===== src/rtl/syscfg_pkg.sv =====
package syscfg_pkg;

    localparam int DATA_W   = 8;
    localparam int FRC_BIT  = 0;

    typedef struct packed {
        logic wdog_en;    // byte bit 7
        logic wdog_long;  // byte bit 6
        logic stop_en;    // byte bit 5
        logic spare;      // byte bit 4
        logic dbgpin_en;  // byte bit 1
        logic rstpin_en;  // byte bit 0
    } opt_t;

    localparam opt_t OPT_DEFAULT = '{
        wdog_en:   1'b1,
        wdog_long: 1'b1,
        stop_en:   1'b0,
        spare:     1'b1,
        dbgpin_en: 1'b1,
        rstpin_en: 1'b0
    };

    function automatic logic [DATA_W-1:0] opt_to_byte(opt_t o);
        return {o.wdog_en, o.wdog_long, o.stop_en, o.spare,
                2'b00, o.dbgpin_en, o.rstpin_en};
    endfunction

    function automatic opt_t byte_to_opt(logic [DATA_W-1:0] b);
        opt_t o;
        o.wdog_en   = b[7];
        o.wdog_long = b[6];
        o.stop_en   = b[5];
        o.spare     = b[4];
        o.dbgpin_en = b[1];
        o.rstpin_en = b[0];
        return o;
    endfunction

    function automatic logic frc_request(logic [DATA_W-1:0] b);
        return b[FRC_BIT];
    endfunction

endpackage


===== src/rtl/syscfg_decode.sv =====
module syscfg_decode
    import syscfg_pkg::*;
#(
    parameter int              ADDR_W   = 8,
    parameter logic [ADDR_W-1:0] OPT_ADDR = '0,
    parameter logic [ADDR_W-1:0] FRC_ADDR = 1
) (
    input  logic [ADDR_W-1:0] bus_addr,
    input  logic              bus_we,
    input  logic [ADDR_W-1:0] dbg_addr,
    input  logic              dbg_we,
    input  opt_t              opt_q,
    output logic              opt_wr,
    output logic              frc_hit,
    output logic [DATA_W-1:0] rdata
);
    // CPU writes reach only the options location; the debug port reaches only force-reset.
    assign opt_wr  = bus_we && (bus_addr == OPT_ADDR);
    assign frc_hit = dbg_we && (dbg_addr == FRC_ADDR);

    always_comb begin
        rdata = '0;
        if (bus_addr == OPT_ADDR)
            rdata = opt_to_byte(opt_q);
        // force-reset location and unmapped addresses read zero
    end
endmodule


===== src/rtl/syscfg_optreg.sv =====
module syscfg_optreg
    import syscfg_pkg::*;
(
    input  logic              clk,
    input  logic              rst,
    input  logic              wr,
    input  logic [DATA_W-1:0] wdata,
    output opt_t              q
);
    logic locked_q;

    always_ff @(posedge clk) begin
        if (rst) begin
            q        <= OPT_DEFAULT;
            locked_q <= 1'b0;
        end else if (wr && !locked_q) begin
            q        <= byte_to_opt(wdata);
            locked_q <= 1'b1;
        end
    end
endmodule


===== src/rtl/syscfg_frcreset.sv =====
module syscfg_frcreset
    import syscfg_pkg::*;
(
    input  logic              clk,
    input  logic              rst,
    input  logic              hit,
    input  logic [DATA_W-1:0] wdata,
    output logic              req
);
    // Self-clearing: the flop reloads every cycle, so a request lasts one cycle per write.
    always_ff @(posedge clk) begin
        if (rst) req <= 1'b0;
        else     req <= hit && frc_request(wdata);
    end
endmodule


===== src/rtl/syscfg_lockbank.sv =====
module syscfg_lockbank
    import syscfg_pkg::*;
#(
    parameter int                ADDR_W   = 8,
    parameter logic [ADDR_W-1:0] OPT_ADDR = '0,
    parameter logic [ADDR_W-1:0] FRC_ADDR = 1
) (
    input  logic              clk,
    input  logic              rst,
    input  logic [ADDR_W-1:0] bus_addr,
    input  logic              bus_we,
    input  logic [7:0]        bus_wdata,
    output logic [7:0]        bus_rdata,
    input  logic              dbg_we,
    input  logic [ADDR_W-1:0] dbg_addr,
    input  logic [7:0]        dbg_wdata,
    output logic              cfg_wdog_en,
    output logic              cfg_wdog_long,
    output logic              cfg_stop_en,
    output logic              cfg_dbgpin_en,
    output logic              cfg_rstpin_en,
    output logic              sys_rst_req
);
    opt_t opt_q;
    logic opt_wr;
    logic frc_hit;

    syscfg_decode #(
        .ADDR_W  (ADDR_W),
        .OPT_ADDR(OPT_ADDR),
        .FRC_ADDR(FRC_ADDR)
    ) u_dec (
        .bus_addr(bus_addr),
        .bus_we  (bus_we),
        .dbg_addr(dbg_addr),
        .dbg_we  (dbg_we),
        .opt_q   (opt_q),
        .opt_wr  (opt_wr),
        .frc_hit (frc_hit),
        .rdata   (bus_rdata)
    );

    syscfg_optreg u_opt (
        .clk  (clk),
        .rst  (rst),
        .wr   (opt_wr),
        .wdata(bus_wdata),
        .q    (opt_q)
    );

    syscfg_frcreset u_frc (
        .clk  (clk),
        .rst  (rst),
        .hit  (frc_hit),
        .wdata(dbg_wdata),
        .req  (sys_rst_req)
    );

    assign cfg_wdog_en   = opt_q.wdog_en;
    assign cfg_wdog_long = opt_q.wdog_long;
    assign cfg_stop_en   = opt_q.stop_en;
    assign cfg_dbgpin_en = opt_q.dbgpin_en;
    assign cfg_rstpin_en = opt_q.rstpin_en;
endmodule


===== config.mk =====
export PLATFORM = sky130hd
export DESIGN_NAME = syscfg_lockbank
export DESIGN_NICKNAME = d
export VERILOG_FILES = /design/src/rtl/syscfg_pkg.sv /design/src/rtl/syscfg_decode.sv /design/src/rtl/syscfg_optreg.sv /design/src/rtl/syscfg_frcreset.sv /design/src/rtl/syscfg_lockbank.sv
export SDC_FILE = /design/constraint.sdc
export NUM_CORES = 1
export LEC_CHECK = 0
export BUFFER_PORTS_ARGS = -buffer_cell sky130_fd_sc_hd__clkbuf_2
export CAP_MARGIN = 20
export CORE_AREA = 2 2 39 41
export DETAILED_ROUTE_END_ITERATION = 16
export DIE_AREA = 0 0 41 43
export GPL_TIMING_DRIVEN = 0
export PLACE_DENSITY = 0.78
export SKIP_LAST_GASP = 1
export SYNTH_ARGS = -nofsm -noshare
export SYNTH_HDL_FRONTEND = slang
export SYNTH_SLANG_ARGS = --single-unit

===== constraint.sdc =====
create_clock -name clk -period 2.9 [get_ports clk]
set_input_delay 0.29 -clock clk [delete_from_list [all_inputs] [get_ports clk]]
set_output_delay 0.29 -clock clk [all_outputs]
set_load 0.05 [all_outputs]

[Word level (Yosys, flattened, before mapping)]
Cells that the tools add are included.
Widths: inputs -> output; s select.
Storage, ports and cells
  bits of input ports: 36
  register bits: 8
  output and inout bits: 14
  word-level logic and storage cells: 16
Cells by class
  mux-type cells: 1
  equality and inequality tests: 1
  reduce and logical (&&, ||, !) cells: 6
Operators by type and width (count)
  $eq 8x1->1 const B: 1
  $logic_not 8->1: 1
  $mux 8: 1
  $logic_and 1x1->1: 4
  $logic_not 1->1: 1

[Longest topological paths before layout]
Gate-level depths: netlist of the first run.
  depth in word-level cells: 3
  mapped depth: 4
  gate-level depth less buffers: 3

[Modules after synthesis]
A second synthesis of the first run with hierarchy kept.
Unflattened totals
  cells, all modules: 56
  area, all modules: 501.7 um^2
Modules (own cells, without submodules)
  syscfg_optreg: times used 1, area each 292.8 um^2, sequential area each 140.1 um^2, cells an instance 30
  syscfg_decode: times used 1, area each 180.2 um^2, sequential area each 0.0 um^2, cells an instance 24
  syscfg_frcreset: times used 1, area each 28.8 um^2, sequential area each 20.0 um^2, cells an instance 2

[Least setup slack after synthesis of the first run]
OpenSTA, ideal clock, no wires.
  path kind: input-to-output
  start point: input bus_addr[1]
  end point: output bus_rdata[0]
  arrival time: 1.266 ns
  stages on the path: 2
  data required time: 2.610 ns
  buffers on the path: 0
  setup slack: 1.344 ns
  path through: nor4_2 -> and3_2
Between the ends
  word-level cells in the longest chain between the ends: 2
RTL lines
  start: declaration: RTL line syscfg_lockbank.sv:10  | input logic [ADDR_W-1:0] bus_addr,
  $logic_not 8->1: RTL line syscfg_decode.sv:23  | if (bus_addr == OPT_ADDR)
  $mux 8: RTL line syscfg_decode.sv:23
  end: declaration: RTL line syscfg_lockbank.sv:13  | output logic [7:0] bus_rdata,
No other way between the ends.

[Worst setup path after layout of the first run]
  start point: input bus_addr[1]
  end point: output bus_rdata[4]
Same word-level chain as after synthesis.

==> run_results.csv, run 1 <==
group,metric,value,unit
setup_path,critPathTopFamily,"simple AND/OR/NAND/NOR gates",
place,placed_area,643,um^2
setup_path,max_stage_delay,670,ps
floorplan,die-area,1760,um^2
setup_path,required,2610,ps
setup_path,end_kind,"output port",
route,antenna_left,0,
layout,synthToLayoutAreaGrowth,55.1,%
route,drt_iter0_markers,1,
worst_hold_path,worstHoldPathType,"primary input to flip-flop",
timing,fmaxAchievable,522,MHz
yosys,ys_warn_count,0,
timing,period_share,0.660,
floorplan,io_pins,50,
yosys,synth.ff_latch_count,8,
place,gp_congestion,0.640,
setup_path,path_max_fanout,8,
timing,setup_tns,0,ps
timing,setup_violations,0,
floorplan,die_width,41,um
clock_tree,cts_tree,"built",
place,place.port_buffers,38,
layout,fin_util,0.481,
yosys,syn_area_per_cell,9.33,um^2
clock_tree,cts_num_sinks,8,
timing,final-hold-violation-count,0,
floorplan,die_y,43,um
layout,drive_gt1_frac,0.591,
clock_tree,cts.path.max_buffers,2,
route,first_pass_iters,3,
yosys,synth_area,429,um^2
timing,slew_headroom,0.491,
power,power_density,348,nW/um^2
layout,layout_common_cells,"clkbuf_2, nor2_1, dfxtp_1, and3_2, mux2i_1",
grt,antenna_found_initial,0,
setup_path,criticalPathCategory,"primary input to output port",
setup_path,crit_buf_inv,2,
floorplan,std_cell_rows,14,
route,viasPerCell,4.53,
route,wl_per_cell,9.56,um
clock_tree,cts_buffers,3,
outcome,outcome,"completed",
setup_path,worstPathCellList,"clkbuf_2 -> nor4_2 -> and3_2 -> clkbuf_2",
route,drcViolationCount,0,
layout,mostFrequentLayoutCell,"clkbuf_2",
route,routed_wl,994,um
clock_tree,root_buffer,"clkbuf_4",
setup_path,cp_slowest_cell,"nor4_2",
clock_tree,cts_setup_buffers,0,
grt,overflow,0,
clock_tree,cts_resized,0,
setup_path,worstPathArrival,1620,ps
clock_tree,insertion_delay,250,ps
timing,clock_skew,3.12,ps
power,vdd_ir_drop_max,172,uV
clock_tree,clkTransAtPathRegs,50,ps
yosys,ys_seq_area_frac,0.373,
timing,maxSlewViolCount,0,
yosys,syn_inst,46,
route,vias,471,
clock_tree,htreeDepth,1,
timing,min_period,1910,ps
yosys,ys_types,15,
grt,grt_max_degree,11,
grt,grt_pass1_wl,1450,um
floorplan,start_util,0.310,
setup_path,start_kind,"primary input",
layout,n_antenna_cell,0,
power,p_leak,0.422,nW
clock_tree,ctsHoldBuffers,0,
grt,grt_usage,0.128,
timing,rsz0062_at_grt,"false",
timing,tightestPinTransition,757,ps
layout,design_area,666,um^2
setup_path,path_common_cell,"clkbuf_2",
layout,nets,126,
grt,grt_pass1_vias,412,
place,hpwlAfterDp,836,um
job,maxCapViolations,0,
floorplan,coreArea,1380,um^2
## report_power, final
group	leakage [nW]	total [mW]	switching, mW	internal (mW)
Clock	0.0138	0.0842	0.0369	0.0473
Sequential	0.0646	0.110	0.0000764	0.110
Combinational	0.344	0.0371	0.0188	0.0183
## flip-flops by register name, indices dropped and copies added, names as in the netlist
signal          flops
u_opt.q             6
u_opt.locked_q      1
u_frc.req           1
## metrics by stage
| stage | power (mW) | cells | hold WS (ps) | worst slack (ps) |
|---|---|---|---|---|
| final | 0.231 | 104 | 199 | 986 |
| after global routing | 0.244 | 104 | 199 | 841 |
| after CTS | 0.237 | 104 | 189 | 965 |
| after detailed placement | 0.150 | 101 | 455 | 967 |
| after global placement | 0.149 | 101 | 447 | 961 |
| after floorplan | 0.129 | 47 | 367 | 1340 |
## layout make-up
type                    count  area, um^2
well taps                  16        20.0
clock buffers               3        22.5
multi-input cells          36         254
repair buffers             38         190
flip-flops and latches      8         160
fillers                   147         718
plain buffers               3        18.8
## logic make-up after synthesis
family	after synthesis	synth area share
other cells	1	0.00874
mux	6	0.140
buf+inv	3	0.0437
simple gates	27	0.420
flops	8	0.373
compound gates	1	0.0146
## synthesized netlist by cell type, drive strengths merged
cell    number  area share
a31oi        1       0.015
and3         6        0.10
buf          2       0.035
clkbuf       1      0.0087
conb         1      0.0087
dfxtp        8        0.37
mux2i        6        0.14
nand2        2       0.017
nand2b       4       0.058
nand4b       1       0.055
nor2         9       0.079
nor3         1       0.012
nor4         3       0.073
nor4b        1       0.020
## routing by layer
metal	vias to the layer above	part of all wire	GRT usage
met1	200	0.38	0.117
met5	-	0	0
met3	0	0.13	0.0576
met2	29	0.48	0.213
li1	242	-	-
met4	0	0	0.0800
## path summary, 6_finish.rpt
path | startpoint | end | slack, ps | cells past startpoint
min reg2reg | u_opt.locked_q | u_opt.locked_q | 470 | 2
max reg2reg | u_opt.locked_q | u_opt.q[1] | 2050 | 2
min | dbg_addr[6] | u_frc.req | 200 | 2
max | bus_addr[1] | bus_rdata[4] | 990 | 4
## worst register-to-register path, stage by stage (launching register included)
cell,delay [ps]
dfxtp_1,300
nand4b_4,250
mux2i_1,180
No activity file was read; power rests on OpenSTA's default activity.
==> run 2: changes to the inputs <==
CORE_AREA = not set   (was 2 2 39 41)
CORE_MARGIN = 1   (was not set)
CORE_UTILIZATION = 28   (was not set)
DIE_AREA = not set   (was 0 0 41 43)
PLACE_DENSITY = 0.72   (was 0.78)
clock period = 1.64 ns   (was 2.9 ns; I/O delays follow)
==> run_results.csv, run 2 (same netlist as run 1, synthesis figures left out) <==
group,metric,value,unit
floorplan,die_y,41.2,um
grt,grt_pass1_vias,414,
layout,synthToLayoutAreaGrowth,58.9,%
place,dp_slack,-27.1,ps
setup_path,critPathTopFamily,"simple AND/OR/NAND/NOR gates",
layout,mostFrequentLayoutCell,"clkbuf_2",
layout,layout_common_cells,"clkbuf_2, nor2_1, dfxtp_1, and3_2, mux2i_1",
clock_tree,cts_buffers,3,
layout,drive_gt1_frac,0.591,
route,wl_per_cell,9.98,um
floorplan,io_pins,50,
grt,met3_usage,0.0326,
grt,grt_usage,0.143,
power,power,416,uW
route,drt_iter0_markers,5,
clock_tree,cts.path.max_buffers,2,
clock_tree,htreeDepth,1,
setup_path,path_common_cell,"clkbuf_2",
floorplan,die-area,1690,um^2
clock_tree,cts_setup_buffers,0,
setup_path,end_kind,"output port",
setup_path,cp_slowest_cell,"nor4_4",
route,viasPerCell,4.60,
floorplan,start_util,0.314,
clock_tree,root_buffer,"clkbuf_4",
layout,reg_top3,"u_opt.q: 6 flops, u_frc.req: 1 flops, u_opt.locked_q: 1 flops",
timing,rsz0062_at_grt,"false",
layout,nets,126,
setup_path,worstPathArrival,1290,ps
grt,grt_util_met1,0.123,
worst_hold_path,worstHoldPathType,"primary input to flip-flop",
timing,setup_tns,0,ps
layout,largest_register_ffs,6,
clock_tree,cts_num_sinks,8,
timing,final-hold-violation-count,0,
timing,maxSlewViolCount,0,
route,drcViolationCount,0,
setup_path,criticalPathCategory,"primary input to output port",
setup_path,crit_buf_inv,2,
layout,regMostFlops,"u_opt.q",
floorplan,std_cell_rows,13,
grt,use_met2,0.281,
clock_tree,insertion_delay,250,ps
grt,antenna_found_initial,0,
grt,grt_max_degree,11,
layout,n_antenna_cell,0,
setup_path,max_stage_delay,490,ps
timing,min_period,1450,ps
timing,setup_violations,0,
power,vdd_ir_drop_max,432,uV
route,antenna_left,0,
setup_path,required,1480,ps
timing,fmaxAchievable,690,MHz
grt,overflow,0,
timing,setup_slack,190,ps
floorplan,die_width,41.2,um
clock_tree,cts_tree,"built",
route,vias,474,
place,hpwlAfterDp,839,um
route,routed_wl,1030,um
clock_tree,clkTransAtPathRegs,50,ps
grt,grt_busiest_layer,"met2",
power,p_leak,0.425,nW
grt,grt_pass1_wl,1480,um
setup_path,worstPathCellList,"clkbuf_2 -> nor4_4 -> and3_2 -> clkbuf_2",
clock_tree,ctsHoldBuffers,0,
power,power_density,610,nW/um^2
timing,period_share,0.884,
job,maxCapViolations,0,
route,first_pass_iters,3,
setup_path,start_kind,"primary input",
place,gp_congestion,0.601,
floorplan,coreArea,1370,um^2
outcome,outcome,"completed",
setup_path,path_max_fanout,8,
layout,fillCellCount,140,
place,place.port_buffers,38,
timing,clock_skew,5.79,ps
[run 2: worst paths after layout]
check                  from        endpoint  slack, ps  cells past startpoint
min             dbg_addr[6]       u_frc.req         70                      2
max reg2reg  u_opt.locked_q      u_opt.q[5]        800                      2
min reg2reg  u_opt.locked_q  u_opt.locked_q        470                      2
max             bus_addr[7]    bus_rdata[4]        190                      4
[run 2: what timing repair did]
action                     in CTS  in global routing
setup endpoints to repair       6                  6
gates resized for setup         1                  1
cloned                          0                  0
[run 2: cell type report]
cell class | count | area, um^2 | share of cell area
plain buffers | 3 | 18.8 | 0.0275
clock buffers | 3 | 22.5 | 0.0330
multi-input cells | 36 | 272 | 0.398
flip-flops and latches | 8 | 160 | 0.235
well taps | 15 | 18.8 | 0.0275
repair buffers | 38 | 190 | 0.279
[run 2: metrics by stage]
step / util / instances / instance area (um^2) / hold WS, ps
6_report: 0.499 / 103 / 682 / 71.3
5_1_grt: 0.499 / 103 / 682 / 72.1
4_1_cts: 0.493 / 103 / 673 / 63.3
3_5_place_dp: 0.470 / 100 / 642 / 333
3_3_place_gp: 0.470 / 100 / 642 / 329
2_1_floorplan: - / 47 / 433 / 241
[run 2: where the power goes]
part	leakage, nW	internal (mW)	switching [mW]
clock network	0.0138	0.0837	0.0666
logic	0.347	0.0336	0.0371
registers	0.0646	0.195	0.000145
total	0.425	0.312	0.104
[run 2: routing by layer]
| layer | share of wire | routed length (um) |
|---|---|---|
| met1 | 0.36 | 367 |
| met2 | 0.53 | 545 |
| met3 | 0.094 | 97 |
| met4 | 0.018 | 18 |
| met5 | 0 | 0 |
==> run 3: changes to the inputs <==
ABC_AREA = 1   (was not set)
CORE_UTILIZATION = 29   (was 28)
PLACE_DENSITY = 0.73   (was 0.72)
==> run_results.csv, run 3 <==
group,metric,value,unit
route,drt_iter0_markers,11,
grt,grt_max_degree,11,
setup_path,r2r_end,"u_opt.q[5]",
setup_path,cp_slowest_cell,"clkbuf_2",
yosys,synth_top_cell_by_area,"dfxtp_1",
yosys,synth.ff_latch_count,8,
place,hpwlAfterDp,887,um
job,maxCapViolations,0,
place,placed_area,653,um^2
power,p_sw,95.5,uW
route,routed-wl-met3,96,um
route,wl_met1,395,um
clock_tree,cts_tree,"built",
floorplan,std_cell_rows,13,
clock_tree,insertion_delay,250,ps
power,power.internal,310,uW
clock_tree,cts_setup_buffers,0,
setup_path,criticalPathCategory,"primary input to output port",
setup_path,crit_buf_inv,3,
setup_path,worst-path-stages,7,
layout,n_antenna_cell,0,
setup_path,reg2reg_depth,4,
yosys,synth_top_family_by_area,"simple AND/OR/NAND/NOR gates",
yosys,synthAdderAreaFrac,0,
yosys,ys_types,16,
timing,fmaxAchievable,768,MHz
yosys,muxShareOfSynthArea,0,
place,place.port_buffers,38,
outcome,outcome,"completed",
route,wl_per_cell,8.72,um
yosys,yosysMostFrequentCell,"nor2_1",
yosys,synth_top_area_frac,0.364,
floorplan,die_width,41.0,um
grt,antenna_found_initial,0,
power,power_density,600,nW/um^2
yosys,ys_warn_count,0,
yosys,synth_area,440,um^2
setup_path,max_stage_delay,280,ps
power,p_comb_frac,0.164,
grt,grt_pass1_wl,1480,um
floorplan,io_pins,50,
layout,mostFrequentLayoutCell,"clkbuf_2",
clock_tree,cts_num_sinks,8,
power,pwr-share-seq,0.483,
yosys,synth_commonest_cells,"nor2_1, inv_1, nand3_1",
setup_path,worstPathCellList,"clkbuf_2 -> nor2_1 -> nand2_2 -> nor2_8 -> inv_2 -> nor2_1 -> clkbuf_2",
yosys,ys_seq_area_frac,0.364,
timing,period_share,0.793,
timing,clock_skew,1.69,ps
route,routed-wl-met2,559,um
route,drcViolationCount,0,
setup_path,ff2ff_setup_slack,590,ps
layout,synthToLayoutAreaGrowth,53.4,%
floorplan,die-area,1680,um^2
grt,overflow,0,
setup_path,worstPathArrival,1140,ps
floorplan,coreArea,1350,um^2
setup_path,critPathTopFamily,"simple AND/OR/NAND/NOR gates",
floorplan,start_util,0.326,
yosys,synthXorXnorAreaFrac,0,
timing,maxSlewViolCount,0,
layout,largest_register_ffs,6,
clock_tree,clkTransAtPathRegs,50,ps
yosys,synthSimpleGateAreaFrac,0.449,
floorplan,die_y,41.0,um
route,antenna_left,0,
setup_path,crit_end,"bus_rdata[5]",
clock_tree,htreeDepth,1,
route,dr.max_layer_used,"met4",
timing,rsz0062_at_grt,"false",
layout,drive_gt1_frac,0.454,
grt,grt_usage,0.147,
yosys,synthFlopType,"dfxtp_1",
setup_path,end_kind,"output port",
route,first_pass_iters,4,
worst_hold_path,worstHoldPathType,"primary input to flip-flop",
layout,design_area,676,um^2
layout,reg_top3,"u_opt.q: 6 flops, u_frc.req: 1 flops, u_opt.locked_q: 1 flops",
clock_tree,cts_buffers,3,
yosys,synth_edf_count,0,
power,p_leak,0.443,nW
power,vdd_ir_drop_max,425,uV
timing,final-hold-violation-count,0,
setup_path,worstReg2RegStart,"u_opt.locked_q",
layout,fin_util,0.500,
place,gp_congestion,0.649,
setup_path,path_max_fanout,10,
timing,setup_tns,0,ps
clock_tree,cts_resized,0,
route,vias,522,
grt,grt_pass1_vias,406,
power,switching_share,0.236,
yosys,postSynth.asyncResetShare,0,
power,power_frac_clock,0.354,
clock_tree,root_buffer,"clkbuf_4",
layout,regMostFlops,"u_opt.q",
setup_path,cp-startpoint,"bus_addr[5]",
layout,fillCellCount,148,
timing,min_period,1300,ps
yosys,syn_inst,66,
yosys,syn_area_per_cell,6.67,um^2
route,viasPerCell,4.24,
setup_path,required,1480,ps
route,routed_wl,1070,um
yosys,synth_area_leaders,"dfxtp_1, nor2_1, nand3_1",
timing,setup_violations,0,
clock_tree,ctsHoldBuffers,0,
clock_tree,cts.path.max_buffers,2,
layout,layout_common_cells,"clkbuf_2, nor2_1, inv_1, nand3_1",
yosys,synth_compound_area_frac,0.0426,
layout,nets,146,
setup_path,start_kind,"primary input",
[run 3: cell types whose count changed in the layout (fill, tap and decap cells not counted), sizes merged, moves of 6 or more]
cell,delta
inv,+12
nand3,+11
nand2,+8
nor2,+8
and3,-6
mux2i,-6
[run 3: kinds of logic after synthesis]
kind of cell | count (synthesis)
other | 1
AO/OA/AOI/OAI | 3
flip-flops | 8
AND/OR/NAND/NOR | 40
buffers and inverters | 14
[run 3: final cells by class]
cell class	count	area (um^2)	share of cell area
buffer	2	15.0	0.0222
clock buffer	3	22.5	0.0333
inverter	12	45.0	0.0667
multi-input combinational	45	224	0.331
sequential	8	160	0.237
tap	15	18.8	0.0278
timing repair buffer	38	190	0.281
[run 3: worst min-delay path by stage]
stage	cells after the start	from	end
floorplan	1	rst	u_opt.locked_q
global placement	2	rst	u_opt.locked_q
detailed placement	2	rst	u_opt.locked_q
CTS	2	rst	u_opt.locked_q
global route	2	rst	u_opt.locked_q
finish	2	rst	u_opt.locked_q
[run 3: stage by stage]
step	worst slack (ps)	hold slack (ps)	total power, mW	cells
floorplan	96.7	226	0.232	67
global placement	358	343	0.264	120
detailed placement	329	345	0.266	120
CTS	328	76.3	0.413	123
global route	206	77.9	0.430	123
finish	339	85.1	0.405	123
[run 3: power groups by stage]
| stage | Clock (mW) | Sequential, mW | Combinational, mW |
|---|---|---|---|
| 6_report | 0.143 | 0.195 | 0.0664 |
| 5_1_grt | 0.161 | 0.195 | 0.0736 |
| 4_1_cts | 0.151 | 0.195 | 0.0670 |
| 3_5_place_dp | 0 | 0.199 | 0.0666 |
| 3_3_place_gp | 0 | 0.199 | 0.0648 |
| 2_1_floorplan | 0 | 0.200 | 0.0321 |
[run 3: metal layers]
layer	vias to the layer above	GRT usage
met3	4	0.0815
met2	25	0.266
met1	211	0.126
met4	0	0.0750
li1	282	-
met5	-	0
